## src/rtl/saf_pkg.sv

```systemverilog
`timescale 1ns/1ps
package saf_pkg;

    // Control states of the filter
    typedef enum logic [2:0] {
        S_IDLE,
        S_ISSUE,
        S_RESP,
        S_DENY,
        S_ALERT
    } saf_state_e;

    // Fault reason codes seen on fault_code
    typedef enum logic [1:0] {
        FLT_NONE     = 2'd0,
        FLT_SECURITY = 2'd1,
        FLT_XONLY    = 2'd2,
        FLT_STACK    = 2'd3
    } saf_fault_e;

    // Configuration field selectors inside a region slot
    localparam logic [1:0] FLD_BASE  = 2'd0;
    localparam logic [1:0] FLD_LIMIT = 2'd1;
    localparam logic [1:0] FLD_ATTR  = 2'd2;

    // Attribute bit positions in field 2
    localparam int ATTR_EN  = 0;
    localparam int ATTR_SEC = 1;
    localparam int ATTR_XO  = 2;

    // Attributes resolved for one looked-up address
    typedef struct packed {
        logic secure;
        logic xonly;
    } saf_match_t;

endpackage

```

## src/rtl/saf_region_table.sv

```systemverilog
`timescale 1ns/1ps
module saf_region_table
    import saf_pkg::*;
#(
    parameter int NREG = 8,
    parameter int GW   = 27
)(
    input  logic                     clk,
    input  logic                     rst_n,
    input  logic                     wr_en,
    input  logic [$clog2(NREG)-1:0]  wr_idx,
    input  logic [1:0]               wr_field,
    input  logic [GW-1:0]            wr_gran,
    input  logic [2:0]               wr_attr,
    input  logic [GW-1:0]            lk_gran,
    output saf_match_t               lk_res
);
    localparam int IDX_W = $clog2(NREG);

    logic [GW-1:0] base_q [NREG];
    logic [GW-1:0] lim_q  [NREG];
    logic [NREG-1:0] en_q, sec_q, xo_q;
    logic [NREG-1:0] hit_vec;

    for (genvar i = 0; i < NREG; i++) begin : g_slot
        logic sel;
        assign sel = wr_en && (wr_idx == IDX_W'(i));

        always_ff @(posedge clk or negedge rst_n) begin
            if (!rst_n) begin
                base_q[i] <= '0;
                lim_q[i]  <= '0;
                en_q[i]   <= 1'b0;
                sec_q[i]  <= 1'b0;
                xo_q[i]   <= 1'b0;
            end else if (sel) begin
                if (wr_field == FLD_BASE)  base_q[i] <= wr_gran;
                if (wr_field == FLD_LIMIT) lim_q[i]  <= wr_gran;
                if (wr_field == FLD_ATTR) begin
                    en_q[i]  <= wr_attr[ATTR_EN];
                    sec_q[i] <= wr_attr[ATTR_SEC];
                    xo_q[i]  <= wr_attr[ATTR_XO];
                end
            end
        end

        assign hit_vec[i] = en_q[i] && (lk_gran >= base_q[i]) && (lk_gran <= lim_q[i]);
    end

    // Lowest index wins: scan from the top so lower slots overwrite
    always_comb begin
        lk_res.secure = 1'b1;
        lk_res.xonly  = 1'b0;
        for (int i = NREG - 1; i >= 0; i--) begin
            if (hit_vec[i]) begin
                lk_res.secure = sec_q[i];
                lk_res.xonly  = xo_q[i];
            end
        end
    end

endmodule

```

## src/rtl/saf_policy.sv

```systemverilog
`timescale 1ns/1ps
module saf_policy
    import saf_pkg::*;
(
    input  logic       core_secure,
    input  logic       fetch,
    input  saf_match_t attrs,
    output logic       deny,
    output saf_fault_e code
);
    always_comb begin
        deny = 1'b0;
        code = FLT_NONE;
        if (!core_secure && attrs.secure) begin
            deny = 1'b1;
            code = FLT_SECURITY;
        end else if (attrs.xonly && !fetch) begin
            deny = 1'b1;
            code = FLT_XONLY;
        end
    end
endmodule

```

## src/rtl/saf_stack_guard.sv

```systemverilog
`timescale 1ns/1ps
module saf_stack_guard #(
    parameter int AW = 32
)(
    input  logic          clk,
    input  logic          rst_n,
    input  logic          wr_en,
    input  logic          wr_nonsec,
    input  logic [AW-1:0] wr_data,
    input  logic          chk_secure,
    input  logic [AW-1:0] chk_value,
    output logic          violation
);
    localparam int NSTATE = 2;

    logic [NSTATE-1:0][AW-1:0] lim_q;

    for (genvar s = 0; s < NSTATE; s++) begin : g_bound
        always_ff @(posedge clk or negedge rst_n) begin
            if (!rst_n)
                lim_q[s] <= '0;
            else if (wr_en && (wr_nonsec == s[0]))
                lim_q[s] <= wr_data;
        end
    end

    assign violation = chk_value < (chk_secure ? lim_q[0] : lim_q[1]);
endmodule

```

## src/rtl/sec_access_filter.sv

```systemverilog
`timescale 1ns/1ps
module sec_access_filter
    import saf_pkg::*;
#(
    parameter int AW       = 32,
    parameter int DW       = 32,
    parameter int NREG     = 8,
    parameter int GRAN_LSB = 5
)(
    input  logic                     clk,
    input  logic                     rst_n,
    input  logic                     core_secure,
    input  logic                     up_valid,
    output logic                     up_ready,
    input  logic [AW-1:0]            up_addr,
    input  logic                     up_write,
    input  logic                     up_fetch,
    input  logic [DW-1:0]            up_wdata,
    input  logic [DW/8-1:0]          up_wstrb,
    output logic                     up_rvalid,
    output logic [DW-1:0]            up_rdata,
    output logic                     dn_valid,
    output logic [AW-1:0]            dn_addr,
    output logic                     dn_write,
    output logic                     dn_fetch,
    output logic [DW-1:0]            dn_wdata,
    output logic [DW/8-1:0]          dn_wstrb,
    input  logic                     dn_ack,
    input  logic [DW-1:0]            dn_rdata,
    input  logic                     cfg_we,
    input  logic [$clog2(NREG)+2:0]  cfg_addr,
    input  logic [AW-1:0]            cfg_wdata,
    input  logic                     sp_valid,
    input  logic [AW-1:0]            sp_value,
    output logic                     fault_valid,
    output logic [1:0]               fault_code
);
    localparam int STRB_W = DW / 8;
    localparam int IDX_W  = $clog2(NREG);
    localparam int CFG_AW = IDX_W + 3;
    localparam int GW     = AW - GRAN_LSB;

    saf_state_e state_q, state_d;
    saf_fault_e code_q, code_d;

    logic [AW-1:0]     req_addr_q;
    logic              req_write_q;
    logic              req_fetch_q;
    logic [DW-1:0]     req_wdata_q;
    logic [STRB_W-1:0] req_wstrb_q;
    logic [DW-1:0]     rdata_q;

    logic       idle;
    logic       cfg_is_stack;
    logic       tbl_we, stk_we;
    logic       req_take;
    saf_match_t attrs;
    logic       pol_deny;
    saf_fault_e pol_code;
    logic       sp_viol;

    assign idle         = (state_q == S_IDLE);
    assign cfg_is_stack = cfg_addr[CFG_AW-1];
    assign tbl_we       = idle && cfg_we && core_secure && !cfg_is_stack;
    assign stk_we       = idle && cfg_we && core_secure && cfg_is_stack;
    assign req_take     = idle && !cfg_we && !sp_valid && up_valid;

    saf_region_table #(
        .NREG (NREG),
        .GW   (GW)
    ) u_table (
        .clk      (clk),
        .rst_n    (rst_n),
        .wr_en    (tbl_we),
        .wr_idx   (cfg_addr[IDX_W+1:2]),
        .wr_field (cfg_addr[1:0]),
        .wr_gran  (cfg_wdata[AW-1:GRAN_LSB]),
        .wr_attr  (cfg_wdata[2:0]),
        .lk_gran  (up_addr[AW-1:GRAN_LSB]),
        .lk_res   (attrs)
    );

    saf_policy u_policy (
        .core_secure (core_secure),
        .fetch       (up_fetch),
        .attrs       (attrs),
        .deny        (pol_deny),
        .code        (pol_code)
    );

    saf_stack_guard #(
        .AW (AW)
    ) u_stack (
        .clk        (clk),
        .rst_n      (rst_n),
        .wr_en      (stk_we),
        .wr_nonsec  (cfg_addr[0]),
        .wr_data    (cfg_wdata),
        .chk_secure (core_secure),
        .chk_value  (sp_value),
        .violation  (sp_viol)
    );

    // Next-state and fault-code selection
    always_comb begin
        state_d = state_q;
        code_d  = code_q;
        unique case (state_q)
            S_IDLE: begin
                if (cfg_we) begin
                    if (!core_secure) begin
                        state_d = S_ALERT;
                        code_d  = FLT_SECURITY;
                    end
                end else if (sp_valid) begin
                    if (sp_viol) begin
                        state_d = S_ALERT;
                        code_d  = FLT_STACK;
                    end
                end else if (up_valid) begin
                    if (pol_deny) begin
                        state_d = S_DENY;
                        code_d  = pol_code;
                    end else begin
                        state_d = S_ISSUE;
                    end
                end
            end
            S_ISSUE: if (dn_ack) state_d = S_RESP;
            S_RESP:  state_d = S_IDLE;
            S_DENY:  state_d = S_IDLE;
            S_ALERT: state_d = S_IDLE;
            default: state_d = S_IDLE;
        endcase
    end

    // State register and captured request
    always_ff @(posedge clk or negedge rst_n) begin
        if (!rst_n) begin
            state_q     <= S_IDLE;
            code_q      <= FLT_NONE;
            req_addr_q  <= '0;
            req_write_q <= 1'b0;
            req_fetch_q <= 1'b0;
            req_wdata_q <= '0;
            req_wstrb_q <= '0;
            rdata_q     <= '0;
        end else begin
            state_q <= state_d;
            code_q  <= code_d;
            if (req_take) begin
                req_addr_q  <= up_addr;
                req_write_q <= up_write;
                req_fetch_q <= up_fetch;
                req_wdata_q <= up_wdata;
                req_wstrb_q <= up_wstrb;
            end
            if (state_q == S_ISSUE && dn_ack)
                rdata_q <= req_write_q ? '0 : dn_rdata;
        end
    end

    assign dn_addr  = req_addr_q;
    assign dn_write = req_write_q;
    assign dn_fetch = req_fetch_q;
    assign dn_wdata = req_wdata_q;

    // Outputs decoded from the state
    always_comb begin
        up_ready    = 1'b0;
        up_rvalid   = 1'b0;
        up_rdata    = '0;
        dn_valid    = 1'b0;
        dn_wstrb    = '0;
        fault_valid = 1'b0;
        fault_code  = FLT_NONE;
        unique case (state_q)
            S_IDLE:  up_ready = 1'b1;
            S_ISSUE: begin
                dn_valid = 1'b1;
                dn_wstrb = req_write_q ? req_wstrb_q : '0;
            end
            S_RESP: begin
                up_rvalid = 1'b1;
                up_rdata  = rdata_q;
            end
            S_DENY: begin
                up_rvalid   = 1'b1;
                fault_valid = 1'b1;
                fault_code  = code_q;
            end
            S_ALERT: begin
                fault_valid = 1'b1;
                fault_code  = code_q;
            end
            default: ;
        endcase
    end

endmodule

```

## config.mk

```make
export PLATFORM = sky130hd
export DESIGN_NAME = sec_access_filter
export DESIGN_NICKNAME = d
export VERILOG_FILES = /design/src/rtl/saf_pkg.sv /design/src/rtl/saf_region_table.sv /design/src/rtl/saf_policy.sv /design/src/rtl/saf_stack_guard.sv /design/src/rtl/sec_access_filter.sv
export SDC_FILE = /design/constraint.sdc
export NUM_CORES = 1
export LEC_CHECK = 0
export ABC_AREA = 1
export BUFFER_PORTS_ARGS = -buffer_cell sky130_fd_sc_hd__buf_2
export CORE_ASPECT_RATIO = 1.4
export CORE_MARGIN = 3
export CORE_UTILIZATION = 50
export DETAILED_ROUTE_END_ITERATION = 10
export GPL_TIMING_DRIVEN = 0
export PLACE_DENSITY = 0.68
export SLEW_MARGIN = 20
export SYNTH_ARGS = -nofsm -noshare
export SYNTH_HDL_FRONTEND = slang
export SYNTH_SLANG_ARGS = --single-unit
export TNS_END_PERCENT = 5
```

## constraint.sdc

```tcl
create_clock -name clk -period 2.2 [get_ports clk]
set_input_delay 0.11 -clock clk [delete_from_list [all_inputs] [get_ports clk]]
set_output_delay 0.11 -clock clk [all_outputs]
set_load 0.03 [all_outputs]
```

# Word-level counts from Yosys, hierarchy flattened
# Index checks and enable logic that the tools add are counted.
# classes
reduce_logical,74
mux,36
n_eq_ne,19
magnitude_cmp,17
n_bitwise,1
# ops
cell,n
greater-or-equal comparator 27 bit,8
less-or-equal comparator 27 bit,8
two-way mux 32 bit,3
AND reduction 2 bit,24
logical AND 1 bit,36
two-way mux 2 bit,18
less-than comparator 32 bit,1
two-way mux 3 bit,6
"== test 3 bit, second input constant",5
"== test 3 x 2 -> 1 bit, second input constant",4
two-way mux 4 bit,2
"== test 3 x 1 -> 1 bit, second input constant",2
zero test 3 bit,2
two-way mux 1 bit,6
one-hot mux 3 bit (2 select lines),1
nonzero test 3 bit,2
zero test 1 bit,5
AND reduction 5 bit,1
"!= test 2 bit, second input constant",2
"!= test 4 x 3 -> 1 bit, second input constant",1
"!= test 4 bit, second input constant",1
AND reduction 4 bit,1
OR reduction 2 bit,2
"!= test 3 x 2 -> 1 bit, second input constant",1
5 further kinds,5
# word_totals
in_bits,179
elab_cells,197
regBits,627

# Depth between registers and ports, before layout
# logic_depth
word_depth,19
depth_mapped,28

# Hierarchy
# Synthesis repeated with hierarchy kept, for this count alone.
# unflattened
hier_cells,4368
area_unflattened_um2,35967.0
# modules_own_cells
module,area_each_um2,instances,seq_area_each_um2,cells_per_inst
saf_region_table,27916.8,1,11410.9,3440
sec_access_filter,4643.2,1,2677.6,546
saf_stack_guard,3374.5,1,1601.5,374
saf_policy,32.5,1,0.0,8

# Worst setup path after synthesis
# No wires, ideal clock.
# synth_path
kind,input-to-reg
start,in core_secure
end,reg req_write_q (netlist: dn_write)
setup_slack_ns,-0.433
arrival_ns,2.514
path_stages,17
setup_ns,0.119
required_ns,2.081
path_cell_list,buf_2 buf_1 mux2i_1 ha_1 a21oi_1 o21ai_0 a221oi_1 o211ai_1 nand4_1 nand2_1 nand2_1 nand2_2 nor2_8 nand2_8 buf_6 nand2_1 nand2_1
# synth_lines
item,line_no,source
start: declaration,sec_access_filter.sv:12,"input logic core_secure,"
end signal: assignment,sec_access_filter.sv:153,req_write_q <= up_write;
end: declaration,sec_access_filter.sv:47,logic req_write_q;

==> results.md <==
- WL final: 116,000 microns
- Insertion delay to the later sink of the worst-skew pair: 0.61 ns
- Grt met2 use: 55.6%
- Min cycle time layout: 2.87 ns
- P&R area growth vs syn: 20.1%
- Final Net Count: 5,398
- Hold Worst Slack: 0.0122 ns
- Unrepaired setup endpoints after global routing: yes
- WL/cell: 20.2 microns
- Max transition margin: 30.5%
- Slew @ Worst Pin: 1.04 ns
- Critical Path Start Type: flop
- Sw frac: 34.7%
- Ys Warns: 0
- Finished layout cell area: 0.0428 sq mm
- Area leader, netlist: dfrtp_1
- CP Capture Type: flop
- Synthesized cell area: 0.0356 sq mm
- Clock power share: 31.3%
- Setup WS post-layout: -0.669 ns
- Placed insts: 5,515
- Global-route wire length before repair: 176,000 microns
- Area of placed instances: 0.0385 sq mm
- Crit Path Max Fanout: 8
- Family with the most delay on the worst path: simple AND/OR/NAND/NOR gates
- Share of cells above drive strength 1: 13.4%
- CTS Sinks: 627
- Via Count: 31,789
- Clock buffer count from CTS: 67
- GPL Wtd Cong: 0.945
- Worst path bufs/invs: 1
- Reg2reg end: dn_wdata[15]
- Cell count after synthesis: 4,287
- GRT Util Overall: 30.8%
- GRT Max-Usage Layer: met2
- Crit path depth: 15
- Die X-Extent: 232 microns
- Worst EP required: 2.70 ns
- Crit path cell chain: mux2i_2 > ha_1 > a21oi_2 > o21ai_2 > a221oi_2 > o211ai_1 > nand4_1 > nand2_4 > nand2_4 > nand2_8 > nor2_8 > nand2_8 > buf_6 > nand2_1 > nand2_1
- Max VDD drop: 0.734 mV
- Slack of the worst reg-to-reg path: -0.67 ns
- Max H-tree Level: 3
- Final worst path period share: 130%
- Worst r2r path cells: 15
- Clock Tree Buf Depth: 3
- Avg Inst Size Synth: 8.31 sq um
- Die Y: 322 microns
- Slew Viols, Final: 0
- CTS tree: yes
- Max Fclk: 0.349 GHz
- DR vias/cell: 5.54
- Combinational share of power: 28.0%
- Drt pass-1 iters: 5
- Max Clock Skew: 0.0221 ns
- Grt met1 use: 33.9%
- Setup-failing EPs final: 480
- DRT iter0 DRCs: 2,025
- CP peak stage delay: 0.40 ns
- Pin count of the biggest net entering global routing: 98
- Path category of the worst min-delay check: in2reg
- Power Internal: 23.8 mW
- Slowest-stage cell, CP: dfrtp_1
- Path type of the worst setup path: reg2reg
- LEAKAGE: 20.3 nW
- Post-route insts no fill: 5,743
- Site Rows: 115
- Status: finished with violations
- DRC: 0
- Core area: 0.0705 sq mm
- Ranking of synthesized cells by area: dfrtp_1, ha_1, nand2_1
- Antenna viol nets, final: 0
- Setup crit start: u_stack.lim_q[11]
- Clk pin slew, worst setup/hold paths: 0.06 ns
- Dpl hpwl: 81,500 microns
- Number of max-cap violations: 0
- Area of the die: 0.0746 sq mm
- GRT met3 Usage: 3.68%
- NetSw: 12.7 mW
- I/O pin total: 287
- Sequential share of the synthesized area: 44.0%
- Worst setup path end: dn_wdata[15]
- Fillers: 6,330
- Share of the synthesized area in the top cell type: 44.0%
- Yosys cell types: 44
- Mapped Nets: 4,929
- Critical path arrival: 3.37 ns
- Hold Vio Cnt, Final: 0
- IO Port Bufs: 285
- Grt ovf: 0
- Number of global-route vias before repair: 31,910
- Clock root buffer: clkbuf_16
- PwrDens: 853 mW/mm^2
- Initial Utilization: 50.5%
- Failing checks: setup timing
- Initial antenna violation count: 6
- Synth Register Bits: 627
- Reg2reg start: u_stack.lim_q[11]
- Seq pwr share: 40.7%
-- power by group through the flow --
stage	combinational, mW	sequential, mW	clock (mW)
6_report	10.2	14.9	11.4
5_1_grt	11.4	15.1	12.0
4_1_cts	9.81	14.7	11.6
3_5_place_dp	9.36	14.9	0
3_3_place_gp	9.05	14.8	0
2_1_floorplan	4.92	15.9	0
-- cells in the mapped netlist --
| cell | instances |
|---|---|
| a221oi_1 | 2 |
| nor2_4 | 1 |
| nor3_1 | 25 |
| nand3b_1 | 3 |
| nor4b_1 | 4 |
| and2_1 | 1 |
| clkbuf_1 | 138 |
| o21ai_0 | 576 |
| nor4_2 | 2 |
| a211oi_1 | 7 |
| nand3_2 | 1 |
| o21a_1 | 11 |
| or4_1 | 1 |
| o21bai_1 | 1 |
| mux2i_1 | 31 |
| a21o_1 | 10 |
| nand4_1 | 73 |
| nor2_8 | 1 |
| nand2_1 | 1048 |
| nor2_1 | 144 |
| o21ai_1 | 48 |
| nand3_1 | 187 |
| inv_1 | 601 |
| o2111ai_1 | 10 |
| and3_1 | 3 |
| nor3_2 | 1 |
| nor2_2 | 1 |
| nand2_8 | 1 |
| o221ai_1 | 4 |
| buf_1 | 3 |
| buf_2 | 8 |
| nand2_2 | 3 |
| nor3b_1 | 1 |
| or2_1 | 1 |
| dfrtp_1 | 627 |
| o41ai_1 | 1 |
| o31ai_1 | 1 |
| inv_2 | 2 |
| ha_1 | 463 |
| o211ai_1 | 11 |
| nor4_1 | 14 |
| a21oi_1 | 208 |
| buf_6 | 7 |
| or3b_1 | 1 |
-- worst min path at each step --
stage | startpoint | end | slack, ns | cells after the start
floorplan | rst_n | code_q[0] | -0.19 | 0
CTS | cfg_wdata[10] | u_stack.lim_q[42] | 0.002 | 3
global placement | dn_ack | state_q[0] | 0.32 | 2
finish | cfg_wdata[11] | u_table.base_q[168] | 0.01 | 3
detailed placement | rst_n | rdata_q[17] | 0.03 | 1
global route | cfg_wdata[10] | u_table.base_q[167] | 0.04 | 3
-- layer usage --
metal	vias up	wire, microns
met5	-	15
met4	2	8340
met3	366	5660
met2	1001	58800
met1	15341	43300
li1	15079	-
-- layout by cell type (no fill, tap or decap), types with 17 or more instances in the layout --
cell type      synthesis  final
dfrtp_1              627    627
nand4_1               73     73
o21ai_1               48     50
inv_1                601    598
nand2_2                3     65
nor2_1               144    134
nand3_1              187    169
clkbuf_1             138    103
buf_4                  0     23
o21ai_0              576    570
ha_1                 463    457
nand3_2                1     18
a21oi_1              208    202
clkbuf_16              0     70
nor3_1                25     20
buf_2                  8    298
mux2i_1               31     29
clkbuf_8               0     20
nand2_1             1048    968
nand2_4                0     17
dlygate4sd3_1          0     87
-- sequential cells by signal, summed over array words and instances (netlist names), 8 cells and up --
signal,cells
u_table.base_q,216
u_table.lim_q,216
u_stack.lim_q,64
dn_addr,32
rdata_q,32
dn_wdata,32
u_table.sec_q,8
u_table.en_q,8
u_table.xo_q,8
-- cell families after synthesis --
group,count (synthesis),synth area share (%)
AO/OA/AOI/OAI,890,13.0
adder cells (fa/ha/maj),463,16.3
buffers and inverters,759,8.17
flip-flops,627,44.0
multiplexers,31,0.871
AND/OR/NAND/NOR,1517,17.7
-- metrics by stage --
step | utilization [%] | setup TNS [ns] | worst slack, ns | power (mW)
global placement | 54.3 | -7814.21 | -12.15 | 23.9
CTS | 59.8 | -125.16 | -0.721 | 36.0
floorplan | - | -32.52 | -0.135 | 20.8
detailed placement | 54.6 | -237.35 | -1.55 | 24.2
finish | 60.7 | -130.20 | -0.669 | 36.5
global route | 60.7 | -188.01 | -0.803 | 38.5
-- cell type report --
class | instances | area, sq um | share of cell area, %
Multi-Input combinational cell | 2903 | 17800 | 41.6
Sequential cell | 627 | 15700 | 36.7
Timing Repair Buffer | 398 | 2740 | 6.40
Inverter | 603 | 2270 | 5.30
Clock buffer | 98 | 1960 | 4.57
Tap cell | 936 | 1170 | 2.74
Buffer | 156 | 960 | 2.24
Clock inverter | 17 | 200 | 0.468
Antenna cell | 5 | 12.5 | 0.0292
-- worst min-delay path, delay by kind of cell --
family	cells	cell delay, ns
AOI/OAI and AO/OA	1	0.20
buffers and inverters	2	0.27
-- timing repair --
action | 4_1_cts | 5_1_grt
hold endpoints to repair | 363 | 0
endpoints found under the setup margin | 573 | 638
hold buffers | 88 | 0
setup buffers | 6 | 7
cloned | 6 | 1
resized for setup | 156 | 188
pin swaps | 20 | 39
(Power assumes the default switching activity.)
